**src/rtl/cfg_hdr_scan_pkg.sv**
```systemverilog
package cfg_hdr_scan_pkg;

    typedef logic [7:0] byte_t;

    localparam byte_t SYNC_BYTE = 8'hFF;

    typedef enum logic [1:0] {
        PH_SCAN  = 2'd0,
        PH_BURST = 2'd1,
        PH_PASS  = 2'd2
    } phase_e;

    function automatic logic is_sync(input byte_t b);
        return b == SYNC_BYTE;
    endfunction

    function automatic logic nib_hit(input byte_t b, input logic [3:0] n);
        return b[7:4] == n;
    endfunction

endpackage

```
**src/rtl/cfg_hdr_walk.sv**
```systemverilog
module cfg_hdr_walk
    import cfg_hdr_scan_pkg::*;
#(
    parameter int POS_W      = 16,
    parameter int HDR_START  = 15,
    parameter int HDR_FIELDS = 4
) (
    input  logic             clk,
    input  logic             rst,
    input  logic             clr_i,
    input  logic             acc_i,
    input  byte_t            byte_i,
    input  logic [POS_W-1:0] pos_i,
    output logic             search_on_o
);
    localparam int FLD_W = $clog2(HDR_FIELDS + 1);

    logic [POS_W-1:0] nxt_q;
    logic [FLD_W-1:0] nfld_q;
    logic             walking;

    assign walking     = nfld_q < FLD_W'(HDR_FIELDS);
    assign search_on_o = !walking && (pos_i >= nxt_q);

    always_ff @(posedge clk) begin
        if (rst || clr_i) begin
            nxt_q  <= POS_W'(HDR_START);
            nfld_q <= '0;
        end else if (acc_i && walking && (pos_i == nxt_q)) begin
            nxt_q  <= pos_i + POS_W'(byte_i) + POS_W'(3);
            nfld_q <= nfld_q + 1'b1;
        end
    end


    fld_bound_chk: assert property (@(posedge clk) disable iff (rst)
        nfld_q <= FLD_W'(HDR_FIELDS));

endmodule

```
**src/rtl/cfg_sync_det.sv**
```systemverilog
module cfg_sync_det
    import cfg_hdr_scan_pkg::*;
#(
    parameter int         SYNC_RUN = 4,
    parameter logic [3:0] SYNC_NIB = 4'h3
) (
    input  logic  clk,
    input  logic  rst,
    input  logic  clr_i,
    input  logic  acc_i,
    input  byte_t byte_i,
    input  logic  mode_i,
    input  logic  search_on_i,
    output logic  hit_o
);
    localparam int RUN_W = (SYNC_RUN > 2) ? $clog2(SYNC_RUN) : 1;
    localparam logic [RUN_W-1:0] RUN_TOP = RUN_W'(SYNC_RUN - 1);

    logic [RUN_W-1:0] run_q;
    logic             prev_ff_q;
    logic             run_hit, pair_hit, ff_now;

    assign ff_now   = is_sync(byte_i);
    assign run_hit  = mode_i && search_on_i && ff_now && (run_q == RUN_TOP);
    assign pair_hit = !mode_i && prev_ff_q && nib_hit(byte_i, SYNC_NIB);
    assign hit_o    = run_hit || pair_hit;

    always_ff @(posedge clk) begin
        if (rst || clr_i) begin
            run_q     <= '0;
            prev_ff_q <= 1'b0;
        end else if (acc_i) begin
            prev_ff_q <= ff_now;
            if (mode_i && search_on_i && ff_now)
                run_q <= (run_q == RUN_TOP) ? run_q : run_q + 1'b1;
            else
                run_q <= '0;
        end
    end

endmodule

```
**src/rtl/cfg_pay_gate.sv**
```systemverilog
module cfg_pay_gate
    import cfg_hdr_scan_pkg::*;
#(
    parameter int CNT_W    = 16,
    parameter int SYNC_RUN = 4
) (
    input  logic             clk,
    input  logic             rst,
    input  logic             mode_i,
    input  logic             hit_i,
    input  logic             first_i,
    input  logic             in_valid_i,
    input  byte_t            in_data_i,
    input  logic             in_last_i,
    output logic             in_ready_o,
    output logic             out_valid_o,
    output byte_t            out_data_o,
    output logic             out_last_o,
    input  logic             out_ready_i,
    output logic             acc_o,
    output logic             end_o,
    output logic [CNT_W-1:0] count_o,
    output logic             err_o
);
    localparam int RUN_W = (SYNC_RUN > 2) ? $clog2(SYNC_RUN) : 1;

    phase_e           phase_q;
    logic [RUN_W-1:0] left_q;
    logic             last_q;
    logic [CNT_W-1:0] cnt_q;
    logic             err_q;
    logic             out_hs;

    always_comb begin
        in_ready_o  = 1'b1;
        out_valid_o = 1'b0;
        out_data_o  = in_data_i;
        out_last_o  = 1'b0;
        unique case (phase_q)
            PH_BURST: begin
                in_ready_o  = 1'b0;
                out_valid_o = 1'b1;
                out_data_o  = SYNC_BYTE;
                out_last_o  = last_q && (left_q == '0);
            end
            PH_PASS: begin
                in_ready_o  = out_ready_i;
                out_valid_o = in_valid_i;
                out_last_o  = in_last_i;
            end
            default: ;
        endcase
    end

    assign out_hs  = out_valid_o && out_ready_i;
    assign acc_o   = in_valid_i && in_ready_o;
    assign end_o   = ((phase_q == PH_SCAN) && in_valid_i && in_last_i && !(hit_i && mode_i))
                   || (out_hs && out_last_o);
    assign count_o = cnt_q;
    assign err_o   = err_q;

    always_ff @(posedge clk) begin
        if (rst) begin
            phase_q <= PH_SCAN;
            left_q  <= '0;
            last_q  <= 1'b0;
            cnt_q   <= '0;
            err_q   <= 1'b0;
        end else begin
            unique case (phase_q)
                PH_SCAN: if (in_valid_i) begin
                    if (first_i) begin
                        cnt_q <= '0;
                        err_q <= 1'b0;
                    end
                    if (hit_i) begin
                        if (mode_i) begin
                            phase_q <= PH_BURST;
                            left_q  <= RUN_W'(SYNC_RUN - 1);
                            last_q  <= in_last_i;
                        end else if (!in_last_i) begin
                            phase_q <= PH_PASS;
                        end
                    end else if (in_last_i) begin
                        err_q <= 1'b1;
                    end
                end
                PH_BURST: if (out_ready_i) begin
                    cnt_q <= cnt_q + 1'b1;
                    if (left_q == '0)
                        phase_q <= last_q ? PH_SCAN : PH_PASS;
                    else
                        left_q <= left_q - 1'b1;
                end
                PH_PASS: if (out_hs) begin
                    cnt_q <= cnt_q + 1'b1;
                    if (in_last_i)
                        phase_q <= PH_SCAN;
                end
                default: phase_q <= PH_SCAN;
            endcase
        end
    end


    last_ends_chk: assert property (@(posedge clk) disable iff (rst)
        (out_valid_o && out_ready_i && out_last_o) |=> (phase_q == PH_SCAN));


    err_cause_chk: assert property (@(posedge clk) disable iff (rst)
        $rose(err_q) |-> $past(in_valid_i && in_ready_o && in_last_i));


    cnt_step_chk: assert property (@(posedge clk) disable iff (rst)
        1'b1 |=> (cnt_q == $past(cnt_q)) || (cnt_q == $past(cnt_q) + 1'b1) || (cnt_q == '0));


    burst_hold_chk: assert property (@(posedge clk) disable iff (rst)
        (phase_q == PH_BURST && !out_ready_i) |=> (out_valid_o && out_data_o == SYNC_BYTE));

endmodule

```
**src/rtl/cfg_hdr_scan.sv**
```systemverilog
module cfg_hdr_scan
    import cfg_hdr_scan_pkg::*;
#(
    parameter int         POS_W      = 16,
    parameter int         CNT_W      = 16,
    parameter int         HDR_START  = 15,
    parameter int         HDR_FIELDS = 4,
    parameter int         SYNC_RUN   = 4,
    parameter logic [3:0] SYNC_NIB   = 4'h3
) (
    input  logic             clk,
    input  logic             rst,
    input  logic             sync_mode,
    input  logic             s_valid,
    input  logic [7:0]       s_data,
    input  logic             s_last,
    output logic             s_ready,
    output logic             m_valid,
    output logic [7:0]       m_data,
    output logic             m_last,
    input  logic             m_ready,
    output logic [CNT_W-1:0] pay_count,
    output logic             no_sync
);
    logic [POS_W-1:0] pos_q;
    logic             acc, img_end, search_on, hit;

    always_ff @(posedge clk) begin
        if (rst || img_end)
            pos_q <= '0;
        else if (acc)
            pos_q <= pos_q + 1'b1;
    end

    cfg_hdr_walk #(
        .POS_W(POS_W), .HDR_START(HDR_START), .HDR_FIELDS(HDR_FIELDS)
    ) u_walk (
        .clk(clk), .rst(rst), .clr_i(img_end), .acc_i(acc),
        .byte_i(s_data), .pos_i(pos_q), .search_on_o(search_on)
    );

    cfg_sync_det #(
        .SYNC_RUN(SYNC_RUN), .SYNC_NIB(SYNC_NIB)
    ) u_det (
        .clk(clk), .rst(rst), .clr_i(img_end), .acc_i(acc),
        .byte_i(s_data), .mode_i(sync_mode), .search_on_i(search_on), .hit_o(hit)
    );

    cfg_pay_gate #(
        .CNT_W(CNT_W), .SYNC_RUN(SYNC_RUN)
    ) u_gate (
        .clk(clk), .rst(rst), .mode_i(sync_mode), .hit_i(hit),
        .first_i(pos_q == '0),
        .in_valid_i(s_valid), .in_data_i(s_data), .in_last_i(s_last), .in_ready_o(s_ready),
        .out_valid_o(m_valid), .out_data_o(m_data), .out_last_o(m_last), .out_ready_i(m_ready),
        .acc_o(acc), .end_o(img_end), .count_o(pay_count), .err_o(no_sync)
    );

endmodule

```
**config.mk**
```make
export PLATFORM = sky130hd
export DESIGN_NAME = cfg_hdr_scan
export DESIGN_NICKNAME = d
export VERILOG_FILES = /design/src/rtl/cfg_hdr_scan_pkg.sv /design/src/rtl/cfg_hdr_walk.sv /design/src/rtl/cfg_sync_det.sv /design/src/rtl/cfg_pay_gate.sv /design/src/rtl/cfg_hdr_scan.sv
export SDC_FILE = /design/constraint.sdc
export NUM_CORES = 1
export LEC_CHECK = 0
export ABC_AREA = 0
export ABC_CLOCK_PERIOD_IN_PS = 3450
export BUFFER_PORTS_ARGS = -buffer_cell sky130_fd_sc_hd__buf_2
export CAP_MARGIN = 20
export CORE_MARGIN = 4
export CORE_UTILIZATION = 27
export CTS_CLUSTER_DIAMETER = 80
export DETAILED_ROUTE_END_ITERATION = 8
export GPL_ROUTABILITY_DRIVEN = 0
export SLEW_MARGIN = 40
export SYNTH_ARGS = -nofsm -noshare
export SYNTH_HDL_FRONTEND = slang
export SYNTH_SLANG_ARGS = --single-unit
```
**constraint.sdc**
```tcl
create_clock -name clk -period 3.45 [get_ports clk]
set_input_delay 0.1725 -clock clk [delete_from_list [all_inputs] [get_ports clk]]
set_output_delay 0.1725 -clock clk [all_outputs]
set_load 0.005 [all_outputs]
```
==> run_results.csv <==
group,metric,value,unit
outcome,status,"complete, no violations",
synthesis,synth_nets,557,
clock_tree,cts_max_path_buffers,2,
layout,drive_gt1_share,15.2,%
drt,remaining_drc_errors,0,
synthesis,synth_largest_area_cell,"dfxtp_1",
synthesis,yosysSeqAreaShare,30.1,%
timing,tightest_slew,0.686,ns
layout,fillerInstances,1555,
drt,routed_wl,10400,um
timing,fin_tns_setup,0,ns
grt,grt_usage,13.0,%
grt,grt_pass1_vias,3520,
drt,drtPass1Iterations,4,
timing,hold_ws,0.124,ns
placement,hpwlAfterDp,8050,um
worst_setup_path,ff2ff_setup_slack,0.72,ns
floorplanning,die-area,16800,um2
timing,timing_hold_violations_final,0,
worst_setup_path,path_buf_inv,3,
synthesis,ys.flop_type,"dfxtp_1",
synthesis,ys_ff_latch,60,
timing,finalCritPeriodShare,79.2,%
layout,nNetsFinal,599,
grt,antenna_found_initial,0,
min_path,holdPathEnd,"u_gate.left_q[1]",
floorplanning,initial_core_util,27.5,%
grt,grt_max_degree,22,
floorplanning,ios,42,
run,drv_cap,0,
clock_tree,htreeDepth,3,
worst_setup_path,crit_type,"flop to flop",
worst_setup_path,path_max_fanout,6,
floorplanning,core,14500,um2
timing,min_period,2.73,ns
min_path,hp-class,"primary input to flop",
floorplanning,die_w,130,um
layout,area_growth,17.9,%
clock_tree,cts.hold.buffers_added,0,
worst_setup_path,r2r-start,"pos_q[1]",
synthesis,yosysTopAreaCellShare,30.1,%
synthesis,async_flop_share,0,%
synthesis,netlist_top_cells_area,"dfxtp_1 30%, ha_1 13%, nor2_1 5.2%, a21oi_1 4.6%, nand2_1 4.4%",
drt,wire_per_inst,14.3,um
layout,antenna_cells,0,
worst_setup_path,crit_path_top_delay_cell,"dfxtp_1",
synthesis,ys_warn_count,0,
worst_setup_path,worstPathCellList,"inv_1 -> ha_1 -> inv_1 -> ha_1 -> inv_1 -> fa_1 -> nor2b_1 -> o2111ai_1 -> nand3_1 -> nand2_1 -> xor2_1 -> a211oi_1",
clock_tree,postCtsSetupBuffers,0,
worst_setup_path,cp.depth,12,
worst_setup_path,crit_top_cell,"inv_1",
worst_setup_path,worstPathArrival,2.98,ns
pwr,p_leak,1.85,nW
clock_tree,clk_pin_slew,0.06,ns
timing,slew_viol_final,0,
worst_setup_path,critPathTopFamily,"adder cells",
min_path,worstHoldStart,"rst",
synthesis,syn_area,4000,um2
worst_setup_path,rr_worst_depth,12,
worst_setup_path,end_kind,"flop",
drt,routed-via-count,3672,
min_path,whs_path_depth,2,
pwr,ir_drop,0.000212,V
grt,grt_first_pass_wirelength,17500,um
drt,viasPerCell,5.02,
synthesis,postSynthCellCount,500,
synthesis,synthDistinctLibCells,55,
timing,max_slew_margin,53.9,%
timing,worst_clock_skew,0.00785,ns
timing,finalSetupViolCount,0,
drt,drt_iter0_markers,206,
pwr,cellPowerDensity,370,nW/um2
floorplanning,die_h,130,um
timing,rsz0062_at_grt,"false",
timing,max_freq,366,MHz
synthesis,avgSynthCellArea,7.99,um2
clock_tree,cts_tree,"yes",
clock_tree,numCtsBuffers,9,
grt,overflow,0,
clock_tree,root_buffer,"clkbuf_16",
drt,antenna_left,0,
floorplanning,num_rows,44,
placement,port_buffers,41,
clock_tree,cts_resized,0,
worst_setup_path,slowest_delay,0.42,ns
layout,final_util,32.4,%
worst_setup_path,r2r-end,"u_walk.nxt_q[9]",
clock_tree,cts.sinks,60,
worst_setup_path,worstPathRequired,3.70,ns
synthesis,synth_edf_count,0,
clock_tree,worstSkewPairLatency,0.33,ns
worst_setup_path,crit_path_start_kind,"flop",
## cell type report
class / instances / area, um2 / share of cell area [%]
sequential: 60 / 1200 / 25.5
inverter: 38 / 143 / 3.03
clock buffer: 11 / 233 / 4.94
tap: 184 / 230 / 4.88
multi-input combinational: 385 / 2600 / 55.1
timing repair buffer: 48 / 258 / 5.47
clock inverter: 5 / 52.6 / 1.11
## layout by cell type (no fill, tap or decap), types with 4 or more instances in the layout
master	netlist	layout
dfxtp_1	60	60
nor2_1	55	54
nand2_1	47	47
ha_1	42	42
buf_2	7	41
inv_1	38	38
a21oi_1	37	37
nand4_1	23	23
xnor2_1	20	20
xor2_1	19	19
nand3_1	16	16
nor3_1	13	13
o21ai_0	12	12
clkbuf_16	0	9
or2_2	8	8
nor2b_1	7	7
buf_4	2	7
o22ai_1	6	6
a211oi_1	5	5
a31oi_1	5	5
a211o_1	5	5
and3_1	5	5
and2_1	4	4
or4_1	4	4
or3_1	4	4
## registers in the layout (all words and copies together) (netlist names)
name,flops
u_gate.count_o,16
pos_q,16
u_gate.last_q,1
u_det.run_q,2
u_gate.err_o,1
u_det.prev_ff_q,1
u_gate.left_q,2
u_gate.phase_q,2
u_walk.nxt_q,16
u_walk.nfld_q,3
## kinds of logic (layout without fill, tap and decap cells)
family                     count (synthesis)  after routing  synth area share [%]
xor gates and xnor gates                  39             39                  8.55
and+or+nand+nor                          207            207                  26.2
AOI/OAI and AO/OA                         96             96                  15.9
buffers and inverters                     55            102                  5.57
adders and majority gates                 43             43                  13.7
DFF                                       60             60                  30.1
## synth_stat cells (4+ instances only)
library cell and instances:
xnor2_1 20, o22ai_1 6, a211oi_1 5, or3_1 4, nand4_1 23, inv_1 38, nor4_1 5, ha_1 42
o21ai_0 12, clkbuf_1 8, xor2_1 19, nor3_1 13, buf_2 7, a21oi_1 37, dfxtp_1 60, nor2b_1 7
nor2_1 55, nand3_1 16, or2_2 8, nand2_1 47, a31oi_1 5, and3_1 5, or4_1 4, and2_1 4
a211o_1 5
## worst reg2reg max path: stages, from the launching register on
cell and delay (ns):
dfxtp_1 0.42, inv_1 0.10, ha_1 0.27, inv_1 0.06, ha_1 0.20, inv_1 0.07, fa_1 0.37, nor2b_1 0.24
o2111ai_1 0.22, nand3_1 0.24, nand2_1 0.09, xor2_1 0.15, a211oi_1 0.24
## how the worst max path moves through the flow
stage	from	end	slack, ns
global placement	pos_q[1]	u_walk.nxt_q[15]	0.79
detailed placement	pos_q[1]	u_walk.nxt_q[9]	0.75
CTS	pos_q[1]	u_walk.nxt_q[9]	0.75
global route	pos_q[1]	u_walk.nxt_q[9]	0.44
floorplan	pos_q[1]	u_walk.nxt_q[9]	1.12
finish	pos_q[1]	u_walk.nxt_q[9]	0.72
## routing by layer
metal  GRT usage, %  vias up  share of wire [%]
met5              0        -                  0
met4           5.01        0                2.1
met3           1.90       17                3.4
met2           21.3       74                 47
met1           17.2     1723                 48
li1               -     1858                  -
## where the power goes
part	switching, mW	internal (mW)	leakage [nW]	total, mW
clock network	0.317	0.555	0.139	0.872
logic	0.102	0.0620	1.23	0.164
registers	0.00897	0.700	0.484	0.709
total	0.428	1.32	1.85	1.74
## through the flow
| stage | cell area (um2) | setup WS [ns] | total power, mW | std cells |
|---|---|---|---|---|
| after floorplan | 4000 | 1.12 | 0.833 | 500 |
| after global placement | 4420 | 0.793 | 0.882 | 715 |
| after detailed placement | 4430 | 0.754 | 0.886 | 715 |
| after CTS | 4710 | 0.749 | 1.76 | 731 |
| final | 4710 | 0.719 | 1.74 | 731 |
| after global routing | 4710 | 0.438 | 1.81 | 731 |
Power figures use the tool's default switching activity.
